<file path="src/rtl/mdm_pkg.sv">
package mdm_pkg;
  localparam int REG_W   = 8;
  localparam int CTL_W   = 5;
  localparam int NIB_W   = REG_W / 2;
  localparam int LOOP_IX = CTL_W - 1;

  // line levels; packed order places dcd in status bit 7 and cts in bit 4
  typedef struct packed {
    logic dcd;
    logic ri;
    logic dsr;
    logic cts;
  } line_t;

  localparam line_t IDLE_LINES = '{dcd: 1'b1, ri: 1'b0, dsr: 1'b1, cts: 1'b0};

  function automatic logic [CTL_W-1:0] ctl_mask(input logic [REG_W-1:0] raw);
    return raw[CTL_W-1:0];
  endfunction

  function automatic line_t lines_of(input logic [CTL_W-1:0] c);
    line_t l;
    if (c[LOOP_IX]) begin
      l.cts = c[1];
      l.dsr = c[0];
      l.ri  = c[2];
      l.dcd = c[3];
    end else begin
      l = IDLE_LINES;
    end
    return l;
  endfunction

  function automatic logic [NIB_W-1:0] change_of(input line_t o, input line_t n);
    logic [NIB_W-1:0] d;
    d[0] = o.cts ^ n.cts;
    d[1] = o.dsr ^ n.dsr;
    d[2] = o.ri & ~n.ri;
    d[3] = o.dcd ^ n.dcd;
    return d;
  endfunction
endpackage

</file>
<file path="src/rtl/mdm_ctl_reg.sv">
module mdm_ctl_reg
  import mdm_pkg::*;
(
  input  logic             clk,
  input  logic             rst_n,
  input  logic             wr_en,
  input  logic [REG_W-1:0] wr_data,
  output logic [CTL_W-1:0] ctl_o,
  output logic [CTL_W-1:0] ctl_next_o
);
  assign ctl_next_o = wr_en ? ctl_mask(wr_data) : ctl_o;

  always_ff @(posedge clk or negedge rst_n) begin
    if (!rst_n) ctl_o <= '0;
    else        ctl_o <= ctl_next_o;
  end
endmodule

</file>
<file path="src/rtl/mdm_line_map.sv">
module mdm_line_map
  import mdm_pkg::*;
(
  input  logic [CTL_W-1:0] ctl_i,
  output line_t            lines_o
);
  assign lines_o = lines_of(ctl_i);
endmodule

</file>
<file path="src/rtl/mdm_delta_track.sv">
module mdm_delta_track
  import mdm_pkg::*;
(
  input  logic             clk,
  input  logic             rst_n,
  input  logic             clr,
  input  logic [NIB_W-1:0] chg,
  output logic [NIB_W-1:0] delta_o,
  output logic             pend_o
);
  logic [NIB_W-1:0] kept;

  assign kept = clr ? '0 : delta_o;

  always_ff @(posedge clk or negedge rst_n) begin
    if (!rst_n) delta_o <= '0;
    else        delta_o <= kept | chg;
  end

  assign pend_o = |delta_o;
endmodule

</file>
<file path="src/rtl/mdm_read_port.sv">
module mdm_read_port
  import mdm_pkg::*;
(
  input  logic             clk,
  input  logic             rst_n,
  input  logic             ctl_rd,
  input  logic             sts_rd,
  input  logic [REG_W-1:0] ctl_val,
  input  logic [REG_W-1:0] sts_val,
  output logic [REG_W-1:0] rd_data
);
  always_ff @(posedge clk or negedge rst_n) begin
    if (!rst_n)      rd_data <= '0;
    else if (sts_rd) rd_data <= sts_val;
    else if (ctl_rd) rd_data <= ctl_val;
  end
endmodule

</file>
<file path="src/rtl/mdm_unit.sv">
module mdm_unit
  import mdm_pkg::*;
(
  input  logic             clk,
  input  logic             rst_n,
  input  logic             ctl_wr_en,
  input  logic [REG_W-1:0] ctl_wr_data,
  input  logic             ctl_rd_en,
  input  logic             sts_rd_en,
  output logic [REG_W-1:0] ctl_q,
  output logic [REG_W-1:0] sts_q,
  output logic             delta_pend,
  output logic [REG_W-1:0] rd_data
);
  logic [CTL_W-1:0] ctl_cur, ctl_nxt;
  line_t            lines_cur, lines_nxt;
  logic [NIB_W-1:0] chg_bits, delta_bits;
  logic             wr_event, clr_event;

  assign wr_event  = ctl_wr_en;
  assign clr_event = sts_rd_en;

  mdm_ctl_reg u_ctl (
    .clk(clk), .rst_n(rst_n), .wr_en(wr_event), .wr_data(ctl_wr_data),
    .ctl_o(ctl_cur), .ctl_next_o(ctl_nxt)
  );

  mdm_line_map u_map_cur (.ctl_i(ctl_cur), .lines_o(lines_cur));
  mdm_line_map u_map_nxt (.ctl_i(ctl_nxt), .lines_o(lines_nxt));

  assign chg_bits = wr_event ? change_of(lines_cur, lines_nxt) : '0;

  mdm_delta_track u_delta (
    .clk(clk), .rst_n(rst_n), .clr(clr_event), .chg(chg_bits),
    .delta_o(delta_bits), .pend_o(delta_pend)
  );

  assign ctl_q = {{(REG_W-CTL_W){1'b0}}, ctl_cur};
  assign sts_q = {lines_cur, delta_bits};

  mdm_read_port u_rd (
    .clk(clk), .rst_n(rst_n), .ctl_rd(ctl_rd_en), .sts_rd(sts_rd_en),
    .ctl_val(ctl_q), .sts_val(sts_q), .rd_data(rd_data)
  );
endmodule

</file>
<file path="config.mk">
export PLATFORM = sky130hd
export DESIGN_NAME = mdm_unit
export DESIGN_NICKNAME = d
export VERILOG_FILES = /design/src/rtl/mdm_pkg.sv /design/src/rtl/mdm_ctl_reg.sv /design/src/rtl/mdm_line_map.sv /design/src/rtl/mdm_delta_track.sv /design/src/rtl/mdm_read_port.sv /design/src/rtl/mdm_unit.sv
export SDC_FILE = /design/constraint.sdc
export NUM_CORES = 1
export LEC_CHECK = 0
export BUFFER_PORTS_ARGS = -buffer_cell sky130_fd_sc_hd__buf_2
export CORE_MARGIN = 10
export CORE_UTILIZATION = 43
export CTS_CLUSTER_DIAMETER = 200
export DETAILED_ROUTE_END_ITERATION = 10
export GPL_ROUTABILITY_DRIVEN = 1
export GPL_TIMING_DRIVEN = 1
export PLACE_DENSITY = 0.75
export SYNTH_ARGS = -nofsm -noshare
export SYNTH_HDL_FRONTEND = slang
export SYNTH_SLANG_ARGS = --single-unit
</file>
<file path="constraint.sdc">
create_clock -name clk -period 1.6 [get_ports clk]
set_clock_uncertainty 0.15 [all_clocks]
set_input_delay 0.32 -clock clk [delete_from_list [all_inputs] [get_ports clk]]
set_output_delay 0.32 -clock clk [all_outputs]
set_load 0.02 [all_outputs]
</file>
======== After elaboration in Yosys (flattened, before gate mapping) ========
Cells that the tools add are included.
cells by class
  reduce and logical (&&, ||, !) cells .... 2
  muxes and demuxes ....................... 7
  bitwise operators ....................... 6
operator list
  cell                number
  2-to-1 mux 4 bit    4
  2-to-1 mux 8 bit    2
  2-to-1 mux 5 bit    1
  bitwise OR 4 bit    1
  OR reduction 4 bit  1
  bitwise XOR 1 bit   3
  nonzero test 2 bit  1
  AND 1 bit           1
  inverter 1 bit      1
word-level totals
  bits of input ports ..................... 13
  register bits after elaboration ......... 17

======== Logic depth before layout (Yosys ltp) ========
  word-level depth ........................ 6
  gate-level depth with buffers ........... 3

======== By module ========
From an unflattened synthesis, not the netlist that was laid out.
unflattened totals
  cells, all modules ...................... 74
  area, all modules ....................... 825.8 sq um
by module, submodules not included
  module           area an instance (sq um)  cells each  times used
  mdm_read_port    372.9                     34          1
  mdm_ctl_reg      181.4                     10          1
  mdm_delta_track  142.6                     10          1
  mdm_unit         78.8                      12          1
  mdm_line_map     25.0                      4           2

======== Worst setup path before layout ========
No wires, ideal clock.
  path kind ............................... register to output
  start ................................... register u_delta.delta_o[3]
  end ..................................... output delta_pend
  arrival time ............................ 1.108 ns
  data required time ...................... 1.130 ns
  slack ................................... 0.022 ns
  path buffers ............................ 0
  cell stages (with the launch flop) ...... 2
  path through ............................ dfrtp_1 -> or4_1
on the way
  word-level cells in the longest chain between the ends .. 1
RTL lines
  item                    RTL line               source
  start, declared         mdm_delta_track.sv:8   output logic [NIB_W-1:0] delta_o,
  start signal, assigned  mdm_delta_track.sv:17  else delta_o <= kept | chg;
  OR reduction 4 bit      mdm_delta_track.sv:20  assign pend_o = |delta_o;
  end, declared           mdm_unit.sv:12         output logic delta_pend,
No other way between the ends.

======== Final worst setup path ========
Same ends and word-level chain as after synthesis.

==> impl_metrics.tcl <==
set metrics [dict create \
    ys_seq_area_share_pct 55.3 \
    clkPwrFrac_pct 20.6 \
    yosys.area.top_type "dfrtp_1" \
    status "finished, violations left" \
    grt_max_degree 18 \
    ys_ff_latch 17 \
    swShare_pct 33.1 \
    critPathKind "reg -> out" \
    drc 0 \
    drive_gt1_share_pct 49.0 \
    layout_setup_ws_ns -0.215 \
    synth_warnings 0 \
    rows 15 \
    synth_area_um2 769 \
    place_congestion 0.768 \
    drt_first_pass_iters 4 \
    antenna_left 0 \
    area_growth_pct 32.0 \
    vias 592 \
    final_cells 125 \
    grt_first_pass_wirelength_um 3350 \
    max-clock-path-buffers 2 \
    via_per_inst 4.74 \
    tns_ns -0.215 \
    fin_hold_ws_ns 0.132 \
    portBuffers 31 \
    avgSynthCellArea_um2 12.0 \
    finalSetupViolations 1 \
    fillCellCount 164 \
    p_per_area_nw_per_um2 1070 \
    min_period_ns 1.81 \
    seq_power_share_pct 48.0 \
    fin_area_um2 1020 \
    maxCapViolations 0 \
    boundaryPins 38 \
    die_y_um 62.3 \
    die-area_um2 3880 \
    die_w_um 62.3 \
    placed_area_um2 948 \
    critical_path_arrival_ns 1.34 \
    dp_hpwl_um 1530 \
    num-nets-final 114 \
    place_inst 119 \
    slew_viol_final 0 \
    grt_antenna_before_repair 0 \
    grt_usage_pct 10.5 \
    synth_area_leaders "dfrtp_1 (55%), mux2_2 (8.8%), a22o_1 (8.0%), mux2i_1 (5.2%), xnor2_1 (3.4%)" \
    start_kind "flip-flop" \
    synth_top_area_share_pct 55.3 \
    insertion_delay_ns 0.28 \
    p_int_mw 0.729 \
    ir_drop_v 0.000624 \
    cts_num_sinks 17 \
    core_area_um2 1710 \
    avgRoutedWirePerCell_um 15.8 \
    critPathMaxFanout 2 \
    end_kind "primary output" \
    post-route-period-util_pct 113 \
    p_total_mw 1.09 \
    final_hold_viol_count 0 \
    required_ns 1.13 \
    combPwrFrac_pct 31.5 \
    tritoncts "done" \
    hold_class "in -> reg" \
    post_synth_num_cell_types 18 \
    fmax_mhz 551 \
    finish.utilization_pct 59.5 \
    initial_core_util_pct 45.1 \
    violations "setup timing" \
    path_clk_slew_ns 0.10 \
    grt_overflow 0 \
    grt_setup_unrepaired "yes" \
    cts-buffers-inserted 3 \
    p_sw_mw 0.361 \
    cts-root-buf "clkbuf_4" \
    htreeDepth 1 \
    n_antenna_cell 0 \
    p_leak_nw 0.522 \
    grt_pass1_vias 705 \
    drt_iter0_drc 14 \
    syn_inst 64 \
    place_ws_ns 0.0873 \
    wl_um 1980 \
]
-- flip-flops by register name, summed over array words and instances (netlist names) --
signal and count:
u_ctl.ctl_o 5, u_delta.delta_o 4, u_rd.rd_data 8
-- logic make-up after synthesis --
| kind of cell | after synthesis | share of synthesized area, % |
|---|---|---|
| compound gates | 12 | 11.9 |
| xor+xnor | 3 | 3.42 |
| buf+inv | 7 | 5.36 |
| flops | 17 | 55.3 |
| mux | 10 | 14.0 |
| other cells | 1 | 0.487 |
| simple gates | 14 | 9.59 |
-- critical path: stages (launching register included) --
cell and delay [ns]:
dfrtp_1 0.39, or4_4 0.53, buf_6 0.15
-- final timing paths --
path | start | endpoint | slack [ns] | cells after the start
worst max-delay path | u_delta.delta_o[3] | delta_pend | -0.21 | 2
worst min-delay path | ctl_wr_data[1] | u_ctl.ctl_o[1] | 0.13 | 2
worst max register to register | u_ctl.ctl_o[4] | u_delta.delta_o[0] | 0.40 | 3
worst min register to register | u_rd.rd_data[6] | u_rd.rd_data[6] | 0.37 | 1
max in group asynchronous | rst_n | u_ctl.ctl_o[4] | 0.67 | 2
min in group asynchronous | rst_n | u_rd.rd_data[0] | 0.33 | 2
-- per-layer routing --
metal	global-route usage [%]	up-vias	wire length, um	part of all wire [%]
met3	5.20	2	166	8.4
met5	0	-	0	0
met1	11.3	283	803	41
met2	17.6	18	994	50
li1	-	289	-	-
met4	3.35	0	12	0.61
-- power groups by stage --
stage	Sequential, mW	Clock [mW]	Combinational, mW
after CTS	0.522	0.232	0.342
after global routing	0.534	0.249	0.372
after global placement	0.525	0	0.317
after detailed placement	0.530	0	0.321
final	0.523	0.224	0.343
after floorplan	0.594	0	0.132
-- cell type report --
class	instances	area, um^2	area share (%)
multi-input cells	42	324	31.9
well taps	25	31.3	3.08
repair buffers	36	204	20.1
clock buffers	4	26.3	2.59
inverters	1	3.75	0.369
flip-flops and latches	17	427	42.0
-- timing repair --
item / in CTS / in global routing
pin swaps: 1 / 1
setup buffers: 1 / 0
setup endpoints to repair: 2 / 3
resized for setup: 4 / 3
hold buffers: 1 / 0
hold endpoints to repair: 17 / 0
-- layout by cell type, fill, tap and decap left out, types with 2 or more instances in the layout --
cell      count
buf_2        29
mux2_2        6
clkbuf_4      3
a22o_1        7
nand2_1       6
dfrtp_1      16
o21ai_0       4
mux2i_1       4
xnor2_1       3
buf_4         5
conb_1        3
nor2b_1       2
and2_4        2
-- Yosys cell counts (all sizes together) --
library cell	count
nor2	1
buf	6
conb	1
nand2	6
dfrtp	17
o21ai	4
nand2b	2
or4	1
mux2i	4
xnor2	3
a32o	1
and2	2
inv	1
a22o	7
nor2b	2
mux2	6
No activity file was read; power rests on OpenSTA's default activity.
